===== src/rtl/imm_pfx_pkg.sv =====
package imm_pfx_pkg;

    typedef enum logic [1:0] {
        IK_PLAIN   = 2'b00,
        IK_PREFIX  = 2'b01,
        IK_CONSUME = 2'b10,
        IK_SPARE   = 2'b11
    } instr_kind_e;

    typedef enum logic [1:0] {
        PS_IDLE    = 2'b00,
        PS_PARTIAL = 2'b01,
        PS_FULL    = 2'b10
    } pfx_state_e;

endpackage


===== src/rtl/imm_pfx_fsm.sv =====
module imm_pfx_fsm
    import imm_pfx_pkg::*;
#(
    parameter int MAX_PFX = 2,
    localparam int CNT_W = $clog2(MAX_PFX + 1)
) (
    input  logic             clk,
    input  logic             rst_n,
    input  logic             accept,
    input  logic             is_pfx,
    input  logic             flush,
    output logic [CNT_W-1:0] count,
    output logic             pending
);

    localparam logic [CNT_W-1:0] CNT_MAX = CNT_W'(MAX_PFX);

    pfx_state_e       state_q, state_d;
    logic [CNT_W-1:0] cnt_q, cnt_d;

    always_comb begin
        state_d = state_q;
        cnt_d   = cnt_q;
        if (flush) begin
            state_d = PS_IDLE;
            cnt_d   = '0;
        end else if (accept) begin
            if (is_pfx) begin
                unique case (state_q)
                    PS_IDLE: begin
                        cnt_d   = CNT_W'(1);
                        state_d = (CNT_MAX == CNT_W'(1)) ? PS_FULL : PS_PARTIAL;
                    end
                    PS_PARTIAL: begin
                        cnt_d   = cnt_q + CNT_W'(1);
                        state_d = (cnt_q + CNT_W'(1) == CNT_MAX) ? PS_FULL : PS_PARTIAL;
                    end
                    PS_FULL: begin
                        cnt_d   = cnt_q;
                        state_d = PS_FULL;
                    end
                    default: begin
                        cnt_d   = '0;
                        state_d = PS_IDLE;
                    end
                endcase
            end else begin
                state_d = PS_IDLE;
                cnt_d   = '0;
            end
        end
    end

    always_ff @(posedge clk or negedge rst_n) begin
        if (!rst_n) begin
            state_q <= PS_IDLE;
            cnt_q   <= '0;
        end else begin
            state_q <= state_d;
            cnt_q   <= cnt_d;
        end
    end

    always_comb begin
        count   = cnt_q;
        pending = (state_q != PS_IDLE);
    end


    stall_hold_chk: assert property (@(posedge clk) disable iff (!rst_n)
        (!accept && !flush) |=> $stable(cnt_q) && $stable(state_q));


    sat_limit_chk: assert property (@(posedge clk) disable iff (!rst_n)
        cnt_q <= CNT_MAX);

endmodule


===== src/rtl/imm_pfx_accum.sv =====
module imm_pfx_accum #(
    parameter int PFX_W   = 24,
    parameter int MAX_PFX = 2,
    localparam int HELD_W = PFX_W * MAX_PFX
) (
    input  logic              clk,
    input  logic              rst_n,
    input  logic              load,
    input  logic              clear,
    input  logic [PFX_W-1:0]  field,
    output logic [HELD_W-1:0] held
);

    logic [HELD_W-1:0] held_q, shifted;

    generate
        if (MAX_PFX == 1) begin : g_single
            always_comb shifted = field;
        end else begin : g_chain
            always_comb shifted = {held_q[HELD_W-PFX_W-1:0], field};
        end
    endgenerate

    always_ff @(posedge clk or negedge rst_n) begin
        if (!rst_n)     held_q <= '0;
        else if (clear) held_q <= '0;
        else if (load)  held_q <= shifted;
    end

    assign held = held_q;


    newest_low_chk: assert property (@(posedge clk) disable iff (!rst_n)
        (load && !clear) |=> held_q[PFX_W-1:0] == $past(field));


    clear_zero_chk: assert property (@(posedge clk) disable iff (!rst_n)
        clear |=> held_q == '0);

endmodule


===== src/rtl/imm_pfx_assemble.sv =====
module imm_pfx_assemble #(
    parameter int IMM_W   = 16,
    parameter int PFX_W   = 24,
    parameter int MAX_PFX = 2,
    localparam int HELD_W = PFX_W * MAX_PFX,
    localparam int OUT_W  = IMM_W + HELD_W,
    localparam int CNT_W  = $clog2(MAX_PFX + 1)
) (
    input  logic [HELD_W-1:0] held,
    input  logic [IMM_W-1:0]  imm,
    input  logic [CNT_W-1:0]  count,
    output logic [OUT_W-1:0]  value
);

    logic [OUT_W-1:0] raw;
    logic [OUT_W-1:0] cand [MAX_PFX+1];

    assign raw = {held, imm};

    generate
        for (genvar n = 0; n <= MAX_PFX; n++) begin : g_width
            localparam int W = IMM_W + n * PFX_W;
            localparam logic [OUT_W-1:0] MASK = {OUT_W{1'b1}} >> (OUT_W - W);
            assign cand[n] = raw[W-1] ? (raw | ~MASK) : (raw & MASK);
        end
    endgenerate

    always_comb begin
        value = cand[0];
        for (int i = 1; i <= MAX_PFX; i++) begin
            if (count == CNT_W'(i)) value = cand[i];
        end
    end

endmodule


===== src/rtl/imm_prefix_unit.sv =====
module imm_prefix_unit
    import imm_pfx_pkg::*;
#(
    parameter int IMM_W   = 16,
    parameter int PFX_W   = 24,
    parameter int MAX_PFX = 2,
    localparam int OUT_W  = IMM_W + PFX_W * MAX_PFX,
    localparam int CNT_W  = $clog2(MAX_PFX + 1),
    localparam int HELD_W = PFX_W * MAX_PFX
) (
    input  logic             clk,
    input  logic             rst_n,
    input  logic             in_valid,
    input  logic [1:0]       in_kind,
    input  logic [PFX_W-1:0] in_field,
    input  logic             stall,
    input  logic             flush,
    output logic             out_valid,
    output logic [OUT_W-1:0] out_imm,
    output logic             irq_block
);

    instr_kind_e      kind;
    logic             accept, is_pfx, issue;
    logic [CNT_W-1:0] count;
    logic [HELD_W-1:0] held;
    logic [OUT_W-1:0] asm_value;
    logic             pending;

    always_comb begin
        kind   = instr_kind_e'(in_kind);
        accept = in_valid && !stall && !flush;
        is_pfx = (kind == IK_PREFIX);
        issue  = accept && (kind == IK_CONSUME);
    end

    imm_pfx_fsm #(.MAX_PFX(MAX_PFX)) u_fsm (
        .clk     (clk),
        .rst_n   (rst_n),
        .accept  (accept),
        .is_pfx  (is_pfx),
        .flush   (flush),
        .count   (count),
        .pending (pending)
    );

    imm_pfx_accum #(.PFX_W(PFX_W), .MAX_PFX(MAX_PFX)) u_accum (
        .clk   (clk),
        .rst_n (rst_n),
        .load  (accept && is_pfx),
        .clear (flush || (accept && !is_pfx)),
        .field (in_field),
        .held  (held)
    );

    imm_pfx_assemble #(.IMM_W(IMM_W), .PFX_W(PFX_W), .MAX_PFX(MAX_PFX)) u_asm (
        .held  (held),
        .imm   (in_field[IMM_W-1:0]),
        .count (count),
        .value (asm_value)
    );

    always_ff @(posedge clk or negedge rst_n) begin
        if (!rst_n) begin
            out_valid <= 1'b0;
            out_imm   <= '0;
        end else begin
            out_valid <= issue;
            if (issue) out_imm <= asm_value;
        end
    end

    assign irq_block = pending;


    pfx_blocks_irq_chk: assert property (@(posedge clk) disable iff (!rst_n)
        (accept && is_pfx) |=> irq_block);


    flush_clears_chk: assert property (@(posedge clk) disable iff (!rst_n)
        flush |=> (!irq_block && !out_valid));


    stall_no_strobe_chk: assert property (@(posedge clk) disable iff (!rst_n)
        (stall && !flush) |=> (!out_valid && $stable(out_imm)));


    issue_clears_chk: assert property (@(posedge clk) disable iff (!rst_n)
        issue |=> (out_valid && !irq_block));

endmodule


===== config.mk =====
export PLATFORM = sky130hd
export DESIGN_NAME = imm_prefix_unit
export DESIGN_NICKNAME = d
export VERILOG_FILES = /design/src/rtl/imm_pfx_pkg.sv /design/src/rtl/imm_pfx_fsm.sv /design/src/rtl/imm_pfx_accum.sv /design/src/rtl/imm_pfx_assemble.sv /design/src/rtl/imm_prefix_unit.sv
export SDC_FILE = /design/constraint.sdc
export NUM_CORES = 1
export LEC_CHECK = 0
export BUFFER_PORTS_ARGS = -buffer_cell sky130_fd_sc_hd__buf_2
export CORE_UTILIZATION = 50
export DETAILED_ROUTE_END_ITERATION = 16
export GPL_TIMING_DRIVEN = 0
export PLACE_DENSITY_LB_ADDON = 0.25
export SYNTH_ARGS = -nofsm -noshare
export SYNTH_HDL_FRONTEND = slang
export SYNTH_SLANG_ARGS = --single-unit

===== constraint.sdc =====
create_clock -name clk -period 2.49 [get_ports clk]
set_clock_uncertainty 0.15 [all_clocks]
set_input_delay 0.498 -clock clk [delete_from_list [all_inputs] [get_ports clk]]
set_output_delay 0.498 -clock clk [all_outputs]
set_load 0.01 [all_outputs]

* Yosys cells after proc, flatten, opt, wreduce, memory -nomap -nowiden *
Index checks and enable logic that the tools add are counted.

cells by class
  add/subtract/negate cells = 1
  equality and inequality tests = 8
  multiplexer cells = 15
  reduce and logical (&&, ||, !) cells = 14

operators with widths
  cell                                                                    number
  64-bit 2-to-1 mux                                                       4
  48-bit 2-to-1 mux                                                       2
  2-bit 2-to-1 mux                                                        7
  2-bit case mux with 3 select lines                                      2
  2-bit equality test (second input constant)                             4
  2-bit by 1-bit equality test with 1-bit output (second input constant)  3
  2-bit nonzero test                                                      3
  1-bit logical AND                                                       5
  1-bit logical NOT                                                       3
  3-bit != test (second input constant)                                   1
  2-bit by 1-bit adder with 2-bit output (second input constant)          1
  2-bit logical NOT                                                       1
  2-bit AND reduction                                                     1
  1-bit logical OR                                                        1

word-level totals
  register bits after elaboration = 117
  input port bits = 31
  output and inout port bits = 66
  logic and storage cells = 43

* Longest topological paths before layout *
  word-level depth = 7
  mapped depth = 8

* Hierarchy *
A second synthesis with hierarchy kept.

unflattened totals
  cell total of the unflattened synthesis = 429
  area total of the unflattened synthesis = 5873.1 sq um

modules (own cells, without submodules)
  module            times used  cells each  area an instance (sq um)
  imm_prefix_unit   1           143         2653.8
  imm_pfx_accum     1           155         1969.4
  imm_pfx_assemble  1           105         1011.0
  imm_pfx_fsm       1           26          239.0

* Worst setup path after synthesis *
No wires, ideal clock.

  path type = reg-to-reg
  from = reg u_fsm.cnt_q[0] (netlist: u_fsm.count[0])
  to = reg out_imm[43]
  data arrival time = 1532 ps
  slack = 726 ps
  stages on the path, launching flop included = 8
  buffers on the path = 3
  clock period less this slack = 1764 ps
  cells stage by stage = dfrtp_1 > ha_1 > buf_4 > mux2i_1 > or2_2 > clkbuf_1 > buf_2 > a31oi_1

on the way
  word-level cells in the longest chain between the ends = 3

RTL lines
  element                                         line                    RTL
  start, declared                                 imm_pfx_fsm.sv:19       logic [CNT_W-1:0] cnt_q, cnt_d;
  start signal, assigned                          imm_pfx_fsm.sv:60       cnt_q <= cnt_d;
  2-bit by 1-bit equality test with 1-bit output  imm_pfx_assemble.sv:31  if (count == CNT_W'(i)) value = cand[i];
  64-bit 2-to-1 mux                               imm_pfx_assemble.sv:31
  64-bit 2-to-1 mux *                             imm_pfx_assemble.sv:31
  end signal, assigned                            imm_prefix_unit.sv:69   if (issue) out_imm <= asm_value;
  end, declared                                   imm_prefix_unit.sv:19   output logic [OUT_W-1:0] out_imm,

Every way passes the cells marked *; elsewhere a longest branch is shown, timed or not.
A chain may end at the register's enable or synchronous reset.

* Worst setup path after layout *
  from = reg u_fsm.cnt_q[0] (netlist: u_fsm.count[0])
  to = reg out_imm[52]

The elaborated chain is that of the path after synthesis.

==> results.md <==
* Status: completed
* Register bit total from synthesis at 117
* Vias in the first global route at 3712
* Post-route cell area at 0.00601 mm2
* Mapped Cells at 397
* RSZ-0062 raised after global routing: false
* Slew headroom at 0.648
* Final #Nets at 547
* Worst hold path class: primary input to register
* Final worst path period share at 0.811
* Vias at 3773
* Worst skew pair latency at 510 ps
* Area of the multi-input gates at 0.00156 mm2
* Worst r2r path cells at 6
* Pins Over Slew Limit at 0
* CP max stage delay at 400 ps
* Tot Pwr at 5.76 mW
* I/O pin total at 97
* Final Setup Violations at 0
* Worst R2R End: out_imm[52]
* Hold EP: u_accum.held[16]
* Leak Pwr at 2.76 nW
* Worst EP required at 2770 ps
* Die height at 98.9 um
* DR DRC count at 0
* Synth Warn # at 0
* Vias per inst at 5.91
* Mapped Nets at 430
* Initial antenna violation count at 0
* Max_cap viols at 0
* Core area at 0.00915 mm2
* Hold buffer count at cts at 1
* Post-Syn Area at 0.00470 mm2
* Share of cells above drive strength 1 at 0.309
* # Post-CTS Setup Buffers at 0
* Pin count of the biggest net entering global routing at 62
* Buffers on Ports at 96
* GPL Wtd Cong at 0.793
* H-tree levels at 4
* # diodes at 0
* WS Path Type: register to register
* Total die area at 0.00979 mm2
* Placed Area at 0.00535 mm2
* FP Rows at 35
* Inst Count DP at 605
* Actual slew at the worst max-slew pin at 528 ps
* Dpl hpwl at 7900 um
* Register area at 0.00293 mm2
* Mean area per synthesized cell at 11.8 um2
* Drt first pass iters at 5
* Crit path max-delay cell type: dfrtp_1
* CP Cell Sequence: inv_1, ha_1, clkbuf_1, clkbuf_1, nand2_1, a31oi_1
* CTS Buffer Depth at 2
* Post-cts resize count at 0
* Seq/Total Area, Yosys at 0.623
* VDD IR-drop max at 0.620 mV
* CP startpoint kind: register
* CTS buffer count at 17
* Synth cell types at 27
* Most used cell, CP: clkbuf_1
* Final Non-Filler Cells at 638
* FF-to-FF setup slack at 470 ps
* WL per Instance at 18.4 um
* Hold path startpoint: in_field[16]
* Power per cell area at 960 mW/mm2
* Final wirelength at 11700 um
* GRT Overall Usage at 0.259
* Crit. End Element: register
* Tmin final at 2020 ps
* Arr. time, crit path at 2290 ps
* Total gr overflow at 0
* Synth-to-Final Area Change at 27.9%
* Worst Path Max Fanout at 10
* First-pass GRT wire length at 19200 um
* CTS Sinks at 117
* Antenna viol nets, final at 0
* Worst r2r src: u_fsm.count[0]
* Final Hold Fails at 0
* Initial DRC count at 257
* Die Span X at 98.9 um
* Min-Delay Path Depth at 2
* CTS root buffer: clkbuf_8
* Layout filler cell count at 706
* Starting Density at 0.513
* Fmax at 495 MHz
* Clk slew on worst S/H paths at 60 ps
* CTS tree: done
==> cell usage after synthesis, drive strengths merged <==
| library cell | number | area share |
|---|---|---|
| dfrtp | 117 | 0.62 |
| a21oi | 52 | 0.055 |
| a22o | 48 | 0.090 |
| a31oi | 48 | 0.064 |
| nand2 | 27 | 0.022 |
| o21ai | 26 | 0.028 |
| buf | 22 | 0.029 |
| clkbuf | 19 | 0.015 |
| mux2 | 16 | 0.038 |
| or4 | 3 | 0.0048 |
| ha | 2 | 0.0053 |
| inv | 2 | 0.0016 |
| nand2b | 2 | 0.0027 |
| nor2b | 2 | 0.0027 |
| nor3b | 2 | 0.0043 |
| or2 | 2 | 0.0027 |
| and2 | 1 | 0.0013 |
| mux2i | 1 | 0.0021 |
| nand4bb | 1 | 0.0024 |
| nor2 | 1 | 0.00080 |
| nor3 | 1 | 0.0021 |
| o31ai | 1 | 0.0016 |
| or4b | 1 | 0.0021 |
==> power breakdown <==
| group | internal, mW | switching, mW |
|---|---|---|
| Combinational | 0.357 | 0.462 |
| Sequential | 2.16 | 0.144 |
| Clock | 1.78 | 0.861 |
==> cells in the final DEF (no fill, tap or decap), types with 2 or more instances in the layout <==
| cell type | netlist | routed |
|---|---|---|
| dfrtp_1 | 117 | 117 |
| buf_2 | 14 | 109 |
| a21oi_1 | 52 | 52 |
| a22o_1 | 48 | 48 |
| a31oi_1 | 48 | 48 |
| nand2_1 | 27 | 27 |
| o21ai_0 | 26 | 26 |
| clkbuf_1 | 19 | 20 |
| clkbuf_16 | 0 | 16 |
| mux2_2 | 9 | 9 |
| buf_4 | 7 | 7 |
| mux2_1 | 7 | 7 |
| bufinv_16 | 0 | 5 |
| or4_1 | 3 | 3 |
| clkbuf_8 | 0 | 3 |
| clkinvlp_4 | 0 | 3 |
| inv_1 | 2 | 2 |
| or2_2 | 2 | 2 |
| nor2b_1 | 2 | 2 |
| buf_6 | 1 | 2 |
| nand2b_1 | 2 | 2 |
| ha_1 | 2 | 2 |
| clkinv_2 | 0 | 2 |
==> metrics by stage <==
stage | setup TNS, ps | utilization | hold WS (ps) | worst slack, ps
3_5_place_dp | 0 | 0.585 | 319 | 294
6_report | 0 | 0.656 | 52.8 | 472
4_1_cts | 0 | 0.656 | 39.6 | 451
3_3_place_gp | -68750 | 0.581 | 314 | -593
5_1_grt | 0 | 0.656 | 41.5 | 341
2_1_floorplan | 0 | - | 52.4 | 726
==> critical path: cells and delay by family (launching register included) <==
kind            cells  cell delay (ps)
flops               1              400
compound gates      1              190
fa+ha+maj           1              260
buf+inv             3              830
simple gates        1              110
==> cell families (layout without fill, tap and decap cells) <==
group | after synthesis | after routing | share of synthesized area
buffers and inverters | 43 | 173 | 0.0453
adders and majority gates | 2 | 2 | 0.00533
DFF | 117 | 117 | 0.623
muxes | 17 | 17 | 0.0405
and+or+nand+nor | 43 | 43 | 0.0474
AOI/OAI and AO/OA | 175 | 175 | 0.238
==> per-layer routing <==
layer,global-route usage,wire (um),vias to the layer above
li1,-,-,1723
met1,0.356,5390,1875
met2,0.394,5470,160
met3,0.0730,743,15
met4,0.0976,146,0
met5,0,0,-
==> layout make-up <==
class / instances / share of cell area
Buffer: 41 / 0.0342
Clock buffer: 20 / 0.0742
Clock inverter: 12 / 0.0333
Inverter: 2 / 0.00125
Multi-Input combinational cell: 237 / 0.259
Sequential cell: 117 / 0.488
Tap cell: 111 / 0.0231
Timing Repair Buffer: 98 / 0.0873
==> flip-flops by register name (all words and copies together), names as in the netlist <==
register	cells
u_fsm.count	2
u_accum.held	48
u_fsm.state_q	2
out_valid	1
out_imm	64
==> worst max path at each step <==
stage | from | end | depth (start not counted) | slack, ps
2_1_floorplan | u_fsm.count[0] | out_imm[43] | 7 | 730
3_3_place_gp | rst_n | out_imm[14] | 1 | -590
3_5_place_dp | flush | out_imm[13] | 6 | 290
4_1_cts | u_fsm.state_q[1] | irq_block | 2 | 450
5_1_grt | u_fsm.count[0] | out_imm[47] | 6 | 340
6_report | u_fsm.count[0] | out_imm[52] | 6 | 470
Note: power is estimated with default switching activity, not from simulation.
